[src/rtl/irq_hub_pkg.sv]
package irq_hub_pkg;
  localparam int NUM_BANKS = 2;
  localparam int FLAG_W    = 7;
  localparam int DATA_W    = FLAG_W + 1;
  localparam int ADDR_W    = $clog2(2 * NUM_BANKS);

  typedef logic [NUM_BANKS-1:0][FLAG_W-1:0] bankVec_t;

  typedef struct packed {
    logic [NUM_BANKS-1:0] reqWr;
    logic [NUM_BANKS-1:0] enWr;
    logic                 setMode;
    logic [FLAG_W-1:0]    bits;
  } wrStrobe_t;
endpackage

[src/rtl/irq_hub_ctrl.sv]
module irq_hub_ctrl
  import irq_hub_pkg::*;
(
  input  logic              regWrEn,
  input  logic [ADDR_W-1:0] regAddr,
  input  logic [DATA_W-1:0] regWrData,
  output wrStrobe_t         strb
);
  for (genvar b = 0; b < NUM_BANKS; b++) begin : g_dec
    assign strb.reqWr[b] = regWrEn && (regAddr == ADDR_W'(b));
    assign strb.enWr[b]  = regWrEn && (regAddr == ADDR_W'(NUM_BANKS + b));
  end
  assign strb.setMode = regWrData[DATA_W-1];
  assign strb.bits    = regWrData[FLAG_W-1:0];
endmodule

[src/rtl/irq_hub_dp.sv]
module irq_hub_dp
  import irq_hub_pkg::*;
(
  input  logic              clk,
  input  logic              rst,
  input  wrStrobe_t         strb,
  input  bankVec_t          hwSet,
  input  logic [ADDR_W-1:0] rdAddr,
  output logic [DATA_W-1:0] rdData,
  output bankVec_t          flagQ,
  output bankVec_t          enQ,
  output logic              irqOut
);
  logic [NUM_BANKS-1:0] pending;

  for (genvar b = 0; b < NUM_BANKS; b++) begin : g_bank
    logic [FLAG_W-1:0] flagReg, flagNext, enReg, enNext;
    logic [FLAG_W-1:0] setMask, clrMask, enSet, enClr;

    always_comb begin
      setMask  = (strb.reqWr[b] &&  strb.setMode) ? strb.bits : '0;
      clrMask  = (strb.reqWr[b] && !strb.setMode) ? strb.bits : '0;
      enSet    = (strb.enWr[b]  &&  strb.setMode) ? strb.bits : '0;
      enClr    = (strb.enWr[b]  && !strb.setMode) ? strb.bits : '0;
      // hardware pulses are ORed last so they override a clear
      flagNext = (flagReg & ~clrMask) | setMask | hwSet[b];
      enNext   = (enReg & ~enClr) | enSet;
    end

    always_ff @(posedge clk) begin
      if (rst) begin
        flagReg <= '0;
        enReg   <= '0;
      end else begin
        flagReg <= flagNext;
        enReg   <= enNext;
      end
    end

    assign flagQ[b]   = flagReg;
    assign enQ[b]     = enReg;
    assign pending[b] = |(flagReg & enReg);
  end

  assign irqOut = |pending;

  always_comb begin
    rdData = '0;
    for (int b = 0; b < NUM_BANKS; b++) begin
      if (rdAddr == ADDR_W'(b))             rdData = {pending[b], flagQ[b]};
      if (rdAddr == ADDR_W'(NUM_BANKS + b)) rdData = {1'b0, enQ[b]};
    end
  end
endmodule

[src/rtl/irq_hub.sv]
module irq_hub
  import irq_hub_pkg::*;
(
  input  logic              clk,
  input  logic              rst,
  input  logic [ADDR_W-1:0] regAddr,
  input  logic [DATA_W-1:0] regWrData,
  input  logic              regWrEn,
  output logic [DATA_W-1:0] regRdData,
  input  logic [3:0]        timerUnder,
  input  logic              cmdDone,
  input  logic              txEnd,
  input  logic              fifoHigh,
  input  logic              fifoLow,
  output logic              irqOut
);
  wrStrobe_t strb;
  bankVec_t  hwSet, flagQ, enQ;

  assign hwSet[0] = FLAG_W'({fifoLow, fifoHigh, cmdDone, txEnd});
  assign hwSet[1] = FLAG_W'(timerUnder);

  irq_hub_ctrl u_ctrl (
    .regWrEn  (regWrEn),
    .regAddr  (regAddr),
    .regWrData(regWrData),
    .strb     (strb)
  );

  irq_hub_dp u_dp (
    .clk   (clk),
    .rst   (rst),
    .strb  (strb),
    .hwSet (hwSet),
    .rdAddr(regAddr),
    .rdData(regRdData),
    .flagQ (flagQ),
    .enQ   (enQ),
    .irqOut(irqOut)
  );
endmodule

[config.mk]
export PLATFORM = sky130hd
export DESIGN_NAME = irq_hub
export DESIGN_NICKNAME = d
export VERILOG_FILES = /design/src/rtl/irq_hub_pkg.sv /design/src/rtl/irq_hub_ctrl.sv /design/src/rtl/irq_hub_dp.sv /design/src/rtl/irq_hub.sv
export SDC_FILE = /design/constraint.sdc
export NUM_CORES = 1
export LEC_CHECK = 0
export BUFFER_PORTS_ARGS = -buffer_cell sky130_fd_sc_hd__buf_2
export CAP_MARGIN = 20
export CELL_PAD_IN_SITES_DETAIL_PLACEMENT = 1
export CELL_PAD_IN_SITES_GLOBAL_PLACEMENT = 2
export CORE_MARGIN = 3
export CORE_UTILIZATION = 34
export DETAILED_ROUTE_END_ITERATION = 10
export PLACE_DENSITY_LB_ADDON = 0.1
export RECOVER_POWER = 25
export SETUP_SLACK_MARGIN = 0.15
export SYNTH_ARGS = -nofsm -noshare
export SYNTH_HDL_FRONTEND = slang
export SYNTH_SLANG_ARGS = --single-unit
[constraint.sdc]
create_clock -name clk -period 1.3 [get_ports clk]
set_input_delay 0.065 -clock clk [delete_from_list [all_inputs] [get_ports clk]]
set_output_delay 0.065 -clock clk [all_outputs]
set_load 0.01 [all_outputs]
Yosys cells after proc, flatten, opt, wreduce, memory -nomap -nowiden
Cells that the tools add are included.
W data, S select, Z words.
{"block": "totals", "ff_bits": 28, "inputBits": 21, "output_inout_bits": 9, "word_cells": 52}
{"block": "classes", "eq_ne": 3, "reduce_logical": 17, "mux": 12, "n_bitwise": 16}
{"cell": "$mux W7", "count": 8}
{"cell": "$and A7 B7 Y7", "count": 6}
{"cell": "$mux W8", "count": 4}
{"cell": "$not A7 Y7", "count": 4}
{"cell": "$or A7 B7 Y7", "count": 4}
{"cell": "$or A7 B4 Y7", "count": 2}
{"cell": "$reduce_or A14 Y1", "count": 1}
{"cell": "$reduce_or A7 Y1", "count": 2}
{"cell": "$logic_and A1 B1 Y1", "count": 12}
{"cell": "$eq A2 B2 Y1 const B", "count": 2}
{"cell": "$eq A2 B1 Y1 const B", "count": 1}
{"cell": "$logic_not A2 Y1", "count": 1}
{"cell": "$logic_not A1 Y1", "count": 1}

Logic depth before layout (Yosys ltp)
Gate-level depths: netlist (run 1).
{"block": "logic_depth", "word_depth": 8, "mapped_depth": 5, "mapped_depth_nobuf": 3}

Modules after synthesis
Synthesis (run 1) repeated with hierarchy kept, for this count alone.
{"block": "hier_totals", "hier_cells": 169, "hier_area_um2": 1496.4}
{"module": "irq_hub_dp", "instances": 1, "cells_each": 156, "seq_area_each_um2": 560.5, "area_each_um2": 1395.1}
{"module": "irq_hub_ctrl", "instances": 1, "cells_each": 12, "seq_area_each_um2": 0.0, "area_each_um2": 97.6}
{"module": "irq_hub", "instances": 1, "cells_each": 1, "seq_area_each_um2": 0.0, "area_each_um2": 3.8}

Worst setup path after synthesis (run 1)
OpenSTA, ideal clock, no wires.
{"block": "synth_timing", "kind": "flip-flop to output port", "startpoint": "reg u_dp.g_bank[0].enReg[4]", "endpoint": "out regRdData[7]", "t_arrival_ns": 0.971, "required_time_ns": 1.235, "stages_incl_launch_ff": 4, "path_buffers": 0, "path_slack_ns": 0.264, "path_cell_list": "dfxtp_1 -> a222oi_1 -> and4b_1 -> a211oi_1"}
{"block": "synth_between", "elab_chain_cells": 6}
{"element": "start, declared", "line_no": "irq_hub_dp.sv:17", "rtl": "logic [FLAG_W-1:0] flagReg, flagNext, enReg, enNext;"}
{"element": "start signal, assigned", "line_no": "irq_hub_dp.sv:36", "rtl": "enReg <= enNext;"}
{"element": "$and A7 B7 Y7", "line_no": "irq_hub_dp.sv:42", "rtl": "assign pending[b] = |(flagReg & enReg);"}
{"element": "$reduce_or A7 Y1", "line_no": "irq_hub_dp.sv:42"}
{"element": "$mux W8", "line_no": "irq_hub_dp.sv:50", "rtl": "if (rdAddr == ADDR_W'(b)) rdData = {pending[b], flagQ[b]};"}
{"element": "$mux W8", "line_no": "irq_hub_dp.sv:51", "rtl": "if (rdAddr == ADDR_W'(NUM_BANKS + b)) rdData = {1'b0, enQ[b]};"}
{"element": "$mux W8", "line_no": "irq_hub_dp.sv:50"}
{"element": "$mux W8", "line_no": "irq_hub_dp.sv:51"}
{"element": "end, declared", "line_no": "irq_hub.sv:9", "rtl": "output logic [DATA_W-1:0] regRdData,"}
Every way passes these cells.

Final worst setup path (run 1)
{"block": "layout_timing", "startpoint": "reg u_dp.g_bank[0].flagReg[4]", "endpoint": "out regRdData[7]"}
{"block": "layout_between", "elab_chain_cells": 6}
{"element": "start, declared", "line_no": "irq_hub_dp.sv:17"}
{"element": "start signal, assigned", "line_no": "irq_hub_dp.sv:35", "rtl": "flagReg <= flagNext;"}
{"element": "$and A7 B7 Y7", "line_no": "irq_hub_dp.sv:42"}
{"element": "$reduce_or A7 Y1", "line_no": "irq_hub_dp.sv:42"}
{"element": "$mux W8", "line_no": "irq_hub_dp.sv:50"}
{"element": "$mux W8", "line_no": "irq_hub_dp.sv:51"}
{"element": "$mux W8", "line_no": "irq_hub_dp.sv:50"}
{"element": "$mux W8", "line_no": "irq_hub_dp.sv:51"}
Every way passes these cells.

==> flow_summary_export.csv, run 1 <==
group,metric,value,unit
sta,setup_viol,6,
synth,synth-main-ff-cell,"dfxtp_1",
sta,rsz0062_at_grt,"true",
grt,grt_first_pass_wirelength,7051,um
placement,gp_congestion,0.7336,
drt,drc,0,
finish,most-common-layout-cells,"nor2_1 (28), buf_2 (21), mux2i_1 (20), dfxtp_2 (20), nand4b_1 (14)",
critical_path,cp_max_fo,2,
die,initial_utilization,36.71,%
worst_hold_path,min_path_type,"input pin to register",
drt,post_drt_wl_per_cell,18.77,um
grt,grtUsageMet3,3.168,%
outcome,violations,"setup timing",
grt,grt_pass1_vias,1391,
finish,fin_nets,204,
job,maxCapViolCount,0,
cts,hold_buffers,0,
die,die_w,72.90,um
outcome,outcome,"finished, violations left",
cts,root_buffer,"clkbuf_8",
cts,cts_buffers,3,
grt,grt_max_degree,29,
synth,synth_compound_area_share,10.03,%
grt,grt_usage,16.96,%
sta,finalClockSkew,0,ps
synth,yosysWarningCount,0,
cts,htree_levels,1,
sta,setup_slack,-248.5,ps
synth,synth_top_family_by_area,"simple AND/OR/NAND/NOR gates",
critical_path,crit_type,"register to output port",
finish,synthToLayoutAreaGrowth,23.68,%
sta,min_period,1548,ps
cts,tritoncts,"yes",
synth,syn_area_per_cell,10.21,um^2
power_and_ir_drop,power.total,1.708,mW
drt,first_pass_iters,4,
cts,clockBufferDepth,2,
sta,finalCritPeriodShare,119.1,%
cts,cts.sinks,28,
synth,synth_seq_cells,28,
critical_path,crit_path_end_kind,"output port",
placement,dpl.hpwl,3054,um
die,pin_count,30,
drt,ant_nets,0,
finish,drive_above_1_share,40.88,%
die,dieArea,0.005314,mm^2
grt,met1_usage,21.14,%
synth,ys_types,20,
grt,gr-total-overflow,0,
power_and_ir_drop,p_per_area,907.7,mW/mm^2
sta,drv_slew,0,
sta,finalHoldViolCount,0,
grt,top_usage_layer,"met2",
die,num_rows,23,
drt,drt-initial-drc-count,49,
sta,max-slew-margin-rel,62.47,%
power_and_ir_drop,ir_drop,0.0004716,V
drt,vias_per_cell,5.861,
critical_path,arrival,1480,ps
critical_path,crit_path_start_kind,"register",
placement,port_buffers,29,
critical_path,critPathRequiredTime,1240,ps
sta,worst-slew-pin-transition,563.0,ps
synth,synth_nets,170,
finish,diodes,0,
sta,finalSetupTns,-708.8,ps
finish,final_common_cell,"nor2_1",
drt,vias,1354,
synth,synth_mux_area_share,23.52,%
synth,synth_seq_area_share,36.84,%
finish,fin_area,0.001882,mm^2
power_and_ir_drop,leakage,0.8102,nW
synth,synth_fa_ha_area_share,0,%
synth,synth_edf_count,0,
placement,postPlaceCellArea,0.001752,mm^2
synth,synthXorXnorAreaFrac,0,%
synth,synth_cells,149,
synth,async_flop_share,0,%
synth,synth_area,0.001521,mm^2
drt,routed_wl,4335,um
synth,yosys.area_share.simple,24.34,%
cts,clk_latency,270,ps
die,coreArea,0.004144,mm^2
grt,antenna_found_initial,0,
finish,nFillCells,491,
grt,grtUsageMet2,30.66,%
cts,cts.clk_slew.worst_paths,90,ps
die,die_y,72.90,um
sta,timing.fmax,0.6458,GHz
[cell usage after synthesis, types with 2 or more instances]
cell type | instances | area, um^2
buf_2 | 7 | 35.03
a211oi_1 | 9 | 67.56
mux2i_1 | 20 | 200.2
and4bb_1 | 3 | 37.54
nand4_1 | 8 | 50.05
nor3_1 | 4 | 20.02
clkbuf_1 | 4 | 15.01
a311oi_1 | 4 | 35.03
a22oi_1 | 4 | 30.03
dfxtp_1 | 28 | 560.5
buf_4 | 2 | 15.01
nor2_1 | 28 | 105.1
a222oi_1 | 2 | 20.02
mux4_2 | 7 | 157.7
nand4b_1 | 14 | 122.6
[flip-flops by register name, summed over array words and instances (netlist names)]
register and flops:
u_dp.g_bank.enReg 14, u_dp.g_bank.flagReg 14
[what timing repair did]
| item | 4_1_cts | 5_1_grt |
|---|---|---|
| setup buffers | 2 | 1 |
| pin swaps | 1 | 0 |
| gates resized for setup | 21 | 7 |
| gates cloned | 0 | 0 |
| endpoints found under the setup margin | 9 | 9 |
[stage by stage]
| stage | hold WS (ps) | setup WS [ps] | cells | utilization [%] |
|---|---|---|---|---|
| 5_1_grt | 43.74 | -372.1 | 231 | 45.41 |
| 3_5_place_dp | 339.4 | -0.8709 | 225 | 42.27 |
| 3_3_place_gp | 329.6 | 5.442 | 225 | 42.27 |
| 2_1_floorplan | 180.1 | 264.2 | 149 | - |
| 6_report | 45.25 | -248.5 | 231 | 45.41 |
| 4_1_cts | 32.68 | -248.8 | 230 | 44.81 |
[where the power goes]
group / total [mW] / leakage [nW] / internal, mW / switching [mW]
Combinational: 0.311 / 0.552 / 0.153 / 0.158
Sequential: 0.925 / 0.237 / 0.895 / 0.0299
Clock: 0.472 / 0.0216 / 0.208 / 0.264
[layout make-up]
cell class | instances | area [um^2] | share of cell area (%)
multi-input cells | 106 | 880.8 | 46.81
flip-flops and latches | 28 | 585.6 | 31.12
repair buffers | 44 | 311.5 | 16.56
well taps | 50 | 62.56 | 3.324
clock buffers | 3 | 41.29 | 2.194
[metal layers]
| layer | share of wire (%) | vias to the layer above |
|---|---|---|
| met4 | 0.78 | 0 |
| met5 | 0 | - |
| met1 | 43 | 673 |
| met2 | 52 | 29 |
| met3 | 3.9 | 4 |
| li1 | - | 648 |
[worst max-delay path, stage by stage (launching register included)]
cell,delay (ps)
dfxtp_2,330
a222oi_1,320
buf_4,170
and4b_1,190
a211oi_1,50
buf_2,140
[cells by family (layout without fill, tap and decap cells)]
group,count (synthesis),in the layout
buffers and inverters,15,47
AOI/OAI and AO/OA,19,19
DFF,28,28
and+or+nand+nor,60,60
muxes,27,27
[final timing paths]
path,startpoint,to,depth (start not counted),slack (ps)
setup / recovery,u_dp.g_bank[0].flagReg[4],regRdData[7],5,-250
hold / removal,regWrData[3],u_dp.g_bank[0].flagReg[3],2,50
setup reg to reg,u_dp.g_bank[0].flagReg[4],u_dp.g_bank[0].flagReg[4],4,440
hold reg to reg,u_dp.g_bank[1].enReg[2],u_dp.g_bank[1].enReg[2],2,520
Power figures use the tool's default switching activity.
==> run 2, diff against run 1 <==
--- a/config.mk
+++ b/config.mk
@@ -10,7 +10,8 @@
 export CELL_PAD_IN_SITES_DETAIL_PLACEMENT = 1
 export CELL_PAD_IN_SITES_GLOBAL_PLACEMENT = 2
 export CORE_MARGIN = 3
-export CORE_UTILIZATION = 34
+export CORE_UTILIZATION = 35
+export CTS_BUF_LIST = sky130_fd_sc_hd__clkbuf_8
 export DETAILED_ROUTE_END_ITERATION = 10
 export PLACE_DENSITY_LB_ADDON = 0.1
 export RECOVER_POWER = 25
==> run 2 against run 1 <==
The run still ends with setup timing left. Fmax fell by 3.9%. Sequential cell count did not move. Count of clock-buffer cells in the layout rose by 1. Sequential share of layout area fell by 0.076 points. First-iteration DRC count rose by 88%. Non-clock buffer count fell by 2. Die area fell by 2.6%.
==> flow_summary_export.csv, run 2 (synthesis results as in run 1) <==
group,metric,value,unit
outcome,outcome,"finished, violations left",
outcome,violations,"setup timing",
critical_path,path_buf_inv,1,
critical_path,critPathRequiredTime,1240,ps
sta,worst-slew-pin-transition,558.9,ps
sta,rsz0062_at_grt,"true",
die,die_w,71.93,um
finish,final_common_cell,"nor2_1",
critical_path,r2r_start,"u_dp.g_bank[0].flagReg[3]",
finish,fin_area,0.001874,mm^2
critical_path,critical_path.slowest_cell,"a222oi_1",
critical_path,crit_type,"register to output port",
drt,vias_per_cell,5.800,
placement,dp_cells,224,
critical_path,crit_path_start_kind,"register",
sta,drv_slew,0,
critical_path,cp_top_family,"compound AO/OA/AOI/OAI gates",
placement,postPlaceCellArea,0.001732,mm^2
die,pin_count,30,
critical_path,crit_path_max_incr_delay,430,ps
die,die_y,71.93,um
drt,vias,1334,
placement,port_buffers,29,
finish,drive_above_1_share,38.89,%
sta,finalCritPeriodShare,123.9,%
critical_path,worst-r2r-setup-slack,490,ps
critical_path,arrival,1550,ps
cts,cts.sinks,28,
finish,nFillCells,473,
grt,grt_usage,17.87,%
finish,synthToLayoutAreaGrowth,23.19,%
drt,post_drt_wl_per_cell,18.78,um
worst_hold_path,min_path_type,"input pin to register",
grt,gr-total-overflow,0,
finish,fin_nets,202,
cts,cts_buffers,3,
cts,cts.clk_slew.worst_paths,100,ps
grt,grt_max_degree,29,
die,initial_utilization,37.23,%
grt,antenna_found_initial,0,
die,num_rows,23,
power_and_ir_drop,leakage,0.8037,nW
critical_path,cp-startpoint,"u_dp.g_bank[0].enReg[4]",
placement,gp_congestion,0.7451,
sta,hold_ws,48.28,ps
job,maxCapViolCount,0,
sta,finalClockSkew,0,ps
finish,diodes,0,
cts,clk_latency,280,ps
power_and_ir_drop,ir_drop,0.0006405,V
sta,setup_viol,7,
die,dieArea,0.005174,mm^2
placement,pre_cts_ws,18.40,ps
power_and_ir_drop,power.total,1.789,mW
grt,grt_pass1_vias,1398,
sta,finalHoldViolCount,0,
finish,utilization,45.87,%
sta,finalSetupTns,-920.8,ps
cts,htree_levels,1,
drt,first_pass_iters,4,
sta,timing.fmax,0.6207,GHz
sta,min_period,1611,ps
finish,layoutNonFillerInstCount,230,
cts,root_buffer,"clkbuf_8",
sta,max-slew-margin-rel,62.74,%
grt,grt_first_pass_wirelength,7238,um
die,coreArea,0.004086,mm^2
placement,dpl.hpwl,3066,um
drt,ant_nets,0,
cts,clockBufferDepth,2,
critical_path,cp_max_fo,2,
sta,setup_slack,-311.0,ps
drt,drc,0,
finish,most-common-layout-cells,"nor2_1 (28), buf_2 (21), mux2i_1 (20), dfxtp_2 (17), nand4b_1 (14)",
cts,tritoncts,"yes",
finish,top_regs,"u_dp.g_bank.enReg: 14 flops, u_dp.g_bank.flagReg: 14 flops",
drt,routed_wl,4319,um
power_and_ir_drop,p_per_area,954.3,mW/mm^2
worst_hold_path,worstHoldStart,"regWrData[0]",
critical_path,crit_path_end_kind,"output port",
drt,drt-initial-drc-count,92,
critical_path,path_cells,"a222oi_1 > and4b_1 > a211oi_1 > buf_2",
[run 2: cell type report]
type / instances / area, um^2 / area share, %
Sequential cell: 28 / 581.8 / 31.04
Multi-Input combinational cell: 106 / 880.8 / 47.00
Clock buffer: 4 / 55.05 / 2.937
Tap cell: 50 / 62.56 / 3.338
Timing Repair Buffer: 42 / 294.0 / 15.69
[run 2: final timing paths]
path,end,depth (start not counted)
setup / recovery,regRdData[7],4
hold / removal,u_dp.g_bank[0].flagReg[0],2
setup reg to reg,u_dp.g_bank[0].flagReg[3],2
hold reg to reg,u_dp.g_bank[1].enReg[2],2
[run 2: power by group]
group          switching [mW]  internal [mW]
logic                   0.158          0.147
registers              0.0291          0.895
clock network           0.288          0.272
total                   0.474           1.31
[run 2: repair_timing]
action	in CTS	in global routing
buffers inserted	2	0
resized for setup	18	9
endpoints found under the setup margin	9	9
hold buffers	0	0
gates cloned	0	0
pin swaps	2	0
[run 2: metal layers]
layer  global-route usage (%)  wire, um
met2                    31.84      2170
met4                    4.175        28
met3                    3.740       177
met1                    22.06      1942
met5                        0         0
